$ cat config.mk
export PLATFORM = sky130hd
export DESIGN_NAME = serial_byte_rx
export DESIGN_NICKNAME = d
export VERILOG_FILES = /design/src/rtl/sbr_pkg.sv /design/src/rtl/sbr_sync.sv /design/src/rtl/sbr_assembler.sv /design/src/rtl/serial_byte_rx.sv
export SDC_FILE = /design/constraint.sdc
export NUM_CORES = 1
export LEC_CHECK = 0
export BUFFER_PORTS_ARGS = -buffer_cell sky130_fd_sc_hd__buf_2
export CAP_MARGIN = 0
export CORE_MARGIN = 2
export CORE_UTILIZATION = 50
export DETAILED_ROUTE_END_ITERATION = 7
export PLACE_DENSITY_LB_ADDON = 0.08
export SLEW_MARGIN = 20
export SYNTH_ARGS = -nofsm -noshare
export SYNTH_HDL_FRONTEND = slang
export SYNTH_SLANG_ARGS = --single-unit
$ cat constraint.sdc
create_clock -name clk -period 2.79 [get_ports clk]
set_input_delay 0.558 -clock clk [delete_from_list [all_inputs] [get_ports clk]]
set_output_delay 0.558 -clock clk [all_outputs]
set_load 0.02 [all_outputs]
$ cat src/rtl/sbr_pkg.sv
package sbr_pkg;

    // Bit positions of the link lines inside the synchronized pin vector
    localparam int PIN_DC   = 0;
    localparam int PIN_DIN  = 1;
    localparam int PIN_EN_N = 2;
    localparam int PIN_SCLK = 3;
    localparam int PIN_W    = 4;

    // Reset levels: serial clock high so a high pin at release is no edge,
    // enable high so the link starts idle
    localparam logic [PIN_W-1:0] PIN_RST = 4'b1100;

endpackage

$ cat src/rtl/sbr_sync.sv
module sbr_sync #(
    parameter int               W       = 4,
    parameter logic [W-1:0]     RST_VAL = '0
) (
    input  logic         clk,
    input  logic         rst_n,
    input  logic [W-1:0] async_in,
    output logic [W-1:0] sync_out
);

    logic [W-1:0] meta_d, meta_q;
    logic [W-1:0] stab_d, stab_q;

    always_comb begin
        meta_d = async_in;
        stab_d = meta_q;
    end

    always_ff @(posedge clk or negedge rst_n) begin
        if (!rst_n) begin
            meta_q <= RST_VAL;
            stab_q <= RST_VAL;
        end else begin
            meta_q <= meta_d;
            stab_q <= stab_d;
        end
    end

    assign sync_out = stab_q;

endmodule

$ cat src/rtl/sbr_assembler.sv
module sbr_assembler #(
    parameter int BYTE_W = 8,
    parameter int CNT_W  = $clog2(BYTE_W)
) (
    input  logic              clk,
    input  logic              rst_n,
    input  logic              sclk_s,
    input  logic              din_s,
    input  logic              en_n_s,
    input  logic              dc_s,
    output logic [BYTE_W-1:0] byte_out,
    output logic              is_data,
    output logic              byte_valid
);

    localparam logic [CNT_W-1:0] LAST_BIT = CNT_W'(BYTE_W - 1);

    typedef struct packed {
        logic              sclk_prev;
        logic [CNT_W-1:0]  cnt;
        logic [BYTE_W-1:0] shreg;
        logic [BYTE_W-1:0] obyte;
        logic              odata;
        logic              ovalid;
    } asm_state_t;

    localparam asm_state_t ST_RST = '{sclk_prev: 1'b1, cnt: '0, shreg: '0,
                                      obyte: '0, odata: 1'b0, ovalid: 1'b0};

    asm_state_t st_d, st_q;
    logic       rise;
    logic [BYTE_W-1:0] shifted;

    always_comb begin
        st_d           = st_q;
        st_d.ovalid    = 1'b0;
        st_d.sclk_prev = sclk_s;
        rise           = sclk_s & ~st_q.sclk_prev;
        shifted        = {st_q.shreg[BYTE_W-2:0], din_s};
        if (en_n_s) begin
            st_d.cnt   = '0;
            st_d.shreg = '0;
        end else if (rise) begin
            st_d.shreg = shifted;
            if (st_q.cnt == LAST_BIT) begin
                st_d.cnt    = '0;
                st_d.obyte  = shifted;
                st_d.odata  = dc_s;
                st_d.ovalid = 1'b1;
            end else begin
                st_d.cnt = st_q.cnt + 1'b1;
            end
        end
    end

    always_ff @(posedge clk or negedge rst_n) begin
        if (!rst_n) st_q <= ST_RST;
        else        st_q <= st_d;
    end

    assign byte_out   = st_q.obyte;
    assign is_data    = st_q.odata;
    assign byte_valid = st_q.ovalid;

    AST_VALID_ONE_CYCLE: assert property (@(posedge clk) disable iff (!rst_n)
        st_q.ovalid |=> !st_q.ovalid);

    AST_OUT_HELD: assert property (@(posedge clk) disable iff (!rst_n)
        !$stable(st_q.obyte) |-> st_q.ovalid);

    AST_IDLE_NO_STROBE: assert property (@(posedge clk) disable iff (!rst_n)
        en_n_s |=> !st_q.ovalid);

    AST_IDLE_CNT_HELD: assert property (@(posedge clk) disable iff (!rst_n)
        en_n_s |=> (st_q.cnt == '0));

    AST_STROBE_AFTER_LAST: assert property (@(posedge clk) disable iff (!rst_n)
        st_q.ovalid |-> ($past(st_q.cnt) == LAST_BIT));

endmodule

$ cat src/rtl/serial_byte_rx.sv
module serial_byte_rx
    import sbr_pkg::*;
#(
    parameter int BYTE_W = 8
) (
    input  logic              clk,
    input  logic              rst_n,
    input  logic              ser_clk,
    input  logic              ser_din,
    input  logic              ser_en_n,
    input  logic              ser_dc,
    output logic [BYTE_W-1:0] byte_out,
    output logic              is_data,
    output logic              byte_valid
);

    logic [PIN_W-1:0] pins_raw;
    logic [PIN_W-1:0] pins_s;

    always_comb begin
        pins_raw           = '0;
        pins_raw[PIN_SCLK] = ser_clk;
        pins_raw[PIN_EN_N] = ser_en_n;
        pins_raw[PIN_DIN]  = ser_din;
        pins_raw[PIN_DC]   = ser_dc;
    end

    sbr_sync #(
        .W       (PIN_W),
        .RST_VAL (PIN_RST)
    ) u_sync (
        .clk      (clk),
        .rst_n    (rst_n),
        .async_in (pins_raw),
        .sync_out (pins_s)
    );

    sbr_assembler #(
        .BYTE_W (BYTE_W)
    ) u_asm (
        .clk        (clk),
        .rst_n      (rst_n),
        .sclk_s     (pins_s[PIN_SCLK]),
        .din_s      (pins_s[PIN_DIN]),
        .en_n_s     (pins_s[PIN_EN_N]),
        .dc_s       (pins_s[PIN_DC]),
        .byte_out   (byte_out),
        .is_data    (is_data),
        .byte_valid (byte_valid)
    );

    AST_RESET_CLEARS: assert property (@(posedge clk)
        !rst_n |-> (byte_out == '0 && !byte_valid && !is_data));

endmodule

==> results.txt <==
- The number of global-route vias before repair was 541.
* Critical Path AT: 2070 ps
- # resized after CTS: 0
- Clock tree from TritonCTS: done
* Fraction of synthesized cell area in xor and xnor cells: 0%
- The floorplan step defined a die boundary enclosing 2600 um^2.
- The first global-routing pass estimated 2450 um of wire.
- For this run the aggregate overflow at the end of global routing stands at 0.
* Residual antenna-violating net count after detailed routing: 0
- The worst setup path is captured at a flip-flop.
- Average cell area after synthesis: 13.0 um^2
- The tool flagged a number of max-cap violations equal to 0.
* Clock transition at the registers of the reported paths: 80 ps
* Global-route total usage across every layer: 14.2%
- DRC errors left: 0
* Fin. max-slew vios: 0
* Diodes inserted: 0
* Pre-CTS worst setup slack: 905 ps
- Entering global routing, the biggest net connects 30 pins.
- Die Width: 51.0 um
- Fraction of the cycle the final worst path needs: 67.0%
- # clock sinks: 29
- On the final layout, the worst clock skew is 3.98 ps.
- Final wirelength: 1390 um
- Power spread over the standard cell area amounts to 584 nW/um^2.
* Placed standard-cell area: 1130 um^2
* Outcome: complete, no violations
- Fraction of synthesized area in multiplexers: 9.17%
* Adder-cell share of the synthesized area: 2.27%
- Fill cells in the final layout number 193.
- Boundary Pins: 16
- Setup Crit Path Kind: flip-flop to flip-flop
- Starting density of the core: 51.4%
- Flip-flop and latch count after synthesis: 29
* Cell Count, Final, Fillers Out: 124
* Number of buffers added to fix hold violations after cts: 0
- Using the TritonRoute via totals, the vias-per-cell ratio works out to 4.90.
- The root buffer cell chosen for the clock tree is sky130_fd_sc_hd__clkbuf_4.
- Setup repair after global routing left no endpoint under its margin.
- In this run, CTS created clock tree buffers numbering 5.
- The signal on the critical path passes through nand2b_4 -> nor3b_2 -> mux2_2.
- In this run the core area contains 17 standard-cell rows.
- The detailed router finished its first iteration with 5 violations.
* Worst relative slew slack: 48.3%
* Post-CTS setup buffer count: 0
- Area delta synth->final: 6.68%
* Complex-gate fraction of the synthesized area: 4.53%
- The setup check on the worst reg-to-reg path leaves a slack of 920 ps.
* Simple-gate area share of the yosys netlist: 10.1%
- The number of antenna violations at the first check in global routing came to 0.
* DR vias: 607
- Wirelength per Cell: 11.2 um
- Hold Crit Class: input pin to asynchronous set/reset pin
* Tot Pwr: 0.000688 W
- At the worst endpoint, the required time is 2990 ps.
* Cells after Synth: 85
- The floorplan step set the die height to 51.0 um.
- On the critical path, the stage with the largest delay is an instance of sky130_fd_sc_hd__nor3b_2.
- DRT Pass-1 Iters: 3
- Post-synthesis instance area: 1100 um^2
- Sequential-to-total area share from yosys stat: 66.3%
- Number of distinct standard cells referenced by the synthesized netlist: 14
* Largest family of logic cells by synthesized area: simple AND/OR/NAND/NOR gates
* Largest fanout on the critical path: 12
* Total negative setup slack: 0 ps
* Placed instance count: 116
* Net count of the finished layout: 103
- The wire-length estimate of the detail-placed layout is 863 um.
- Timing would allow up to 0.535 GHz.
- After floorplanning, the core was sized to cover 2150 um^2.
* Count of H-tree levels built during CTS: 2
* Clock network latency to the later pin of the worst-skew pair: 310 ps
- RePlAce Congestion: 0.680
- Setup violations remaining at the end of the flow were counted as 0.
- Post-route standard cell area excluding fillers: 1180 um^2
- The smallest clock period supported by the final layout is computed as 1870 ps.
* Biggest cell delay along the critical path: 670 ps
* Hold Fails Final Rpt: 0
- P_leak: 0.587 nW
- Number of synthesis warnings: 0
- Among cell families on the critical path, the largest total delay comes from simple AND/OR/NAND/NOR gates.
- The number of buffers and inverters on the critical path is 0.
- Final setup slack of the worst path: 920 ps
* VDD IR max: 0.338 mV
- Nets in the synthesized netlist: 93
* Port bufs: 15
* Startpoint class of the critical path: flip-flop
* Share of layout cells above drive strength 1: 37.5%
* Number of buffers between clock root and the deepest sink: 2
- Slew @ Worst Pin: 772 ps
-- cell families (layout without fill, tap and decap cells) --
kind of cell,Yosys count,in the layout
compound gates,10,10
fa+ha+maj,2,2
buf+inv,12,23
flops,29,29
mux,9,9
simple gates,23,23
-- cell usage in the layout, fill, tap and decap left out --
| cell type | instances |
|---|---|
| sky130_fd_sc_hd__or3_1 | 1 |
| sky130_fd_sc_hd__ha_1 | 2 |
| sky130_fd_sc_hd__clkbuf_1 | 3 |
| sky130_fd_sc_hd__nor3b_2 | 1 |
| sky130_fd_sc_hd__mux2_2 | 9 |
| sky130_fd_sc_hd__a21oi_1 | 10 |
| sky130_fd_sc_hd__clkbuf_4 | 5 |
| sky130_fd_sc_hd__nand2b_4 | 1 |
| sky130_fd_sc_hd__nand2_1 | 19 |
| sky130_fd_sc_hd__dfrtp_1 | 24 |
| sky130_fd_sc_hd__buf_2 | 15 |
| sky130_fd_sc_hd__dfstp_2 | 5 |
| sky130_fd_sc_hd__and2b_1 | 1 |
-- worst reg2reg max path, stage by stage (launching register included) --
cell and delay, ps:
sky130_fd_sc_hd__dfstp_2 570, sky130_fd_sc_hd__nand2b_4 110, sky130_fd_sc_hd__nor3b_2 670, sky130_fd_sc_hd__mux2_2 420
-- cell type report --
type | instances | area, um^2 | share of cell area, %
Sequential cell | 29 | 732 | 62.1
Clock buffer | 8 | 48.8 | 4.14
Multi-Input combinational cell | 44 | 288 | 24.4
Timing Repair Buffer | 15 | 75.1 | 6.37
Tap cell | 28 | 35.0 | 2.97
-- metrics by stage --
stage,util (%),hold WS [ps]
after CTS,54.9,258
after detailed placement,52.6,341
after global routing,54.9,285
after floorplan,-,262
after global placement,52.6,337
final,54.9,246
-- registers in the layout, indices dropped and copies added, names as in the netlist --
signal and cells:
u_asm.byte_out 8, u_asm.byte_valid 1, u_asm.is_data 1, u_asm.shifted 7, u_asm.st_q 4, u_sync.meta_q 4, u_sync.sync_out 4
-- synthesized netlist by cell type (all sizes together) --
library cell	n	area share [%]
buf	11	7.4
ha	2	2.3
nor3b	1	1.1
and2b	1	0.68
dfstp	5	12
nand2	19	6.5
or3	1	0.57
dfrtp	24	54
nand2b	1	1.2
a21oi	10	4.5
mux2	9	9.2
clkbuf	1	0.34
-- where the power goes --
part | switching, W | total [W] | internal (W)
logic | 0.0000139 | 0.0000202 | 0.00000630
clock network | 0.000129 | 0.000229 | 0.000100
registers | 0.00000667 | 0.000439 | 0.000432
-- final timing paths --
kind	startpoint	to	cells after the start
max in group asynchronous	rst_n	u_sync.meta_q[1]	1
max	u_sync.sync_out[3]	u_asm.byte_out[0]	3
min	rst_n	u_asm.st_q[20]	1
min reg2reg	u_sync.meta_q[1]	u_sync.sync_out[1]	0
max reg2reg	u_sync.sync_out[3]	u_asm.byte_out[0]	3
min in group clk	ser_clk	u_sync.meta_q[3]	1
-- metal layers --
metal  vias up  routed length (um)  track usage (%)
met4         0                  17             9.46
li1        290                   -                -
met3         2                  90             8.77
met1       299                 657             17.5
met5         -                   0                0
met2        16                 629             18.2
(Power assumes the default switching activity.)
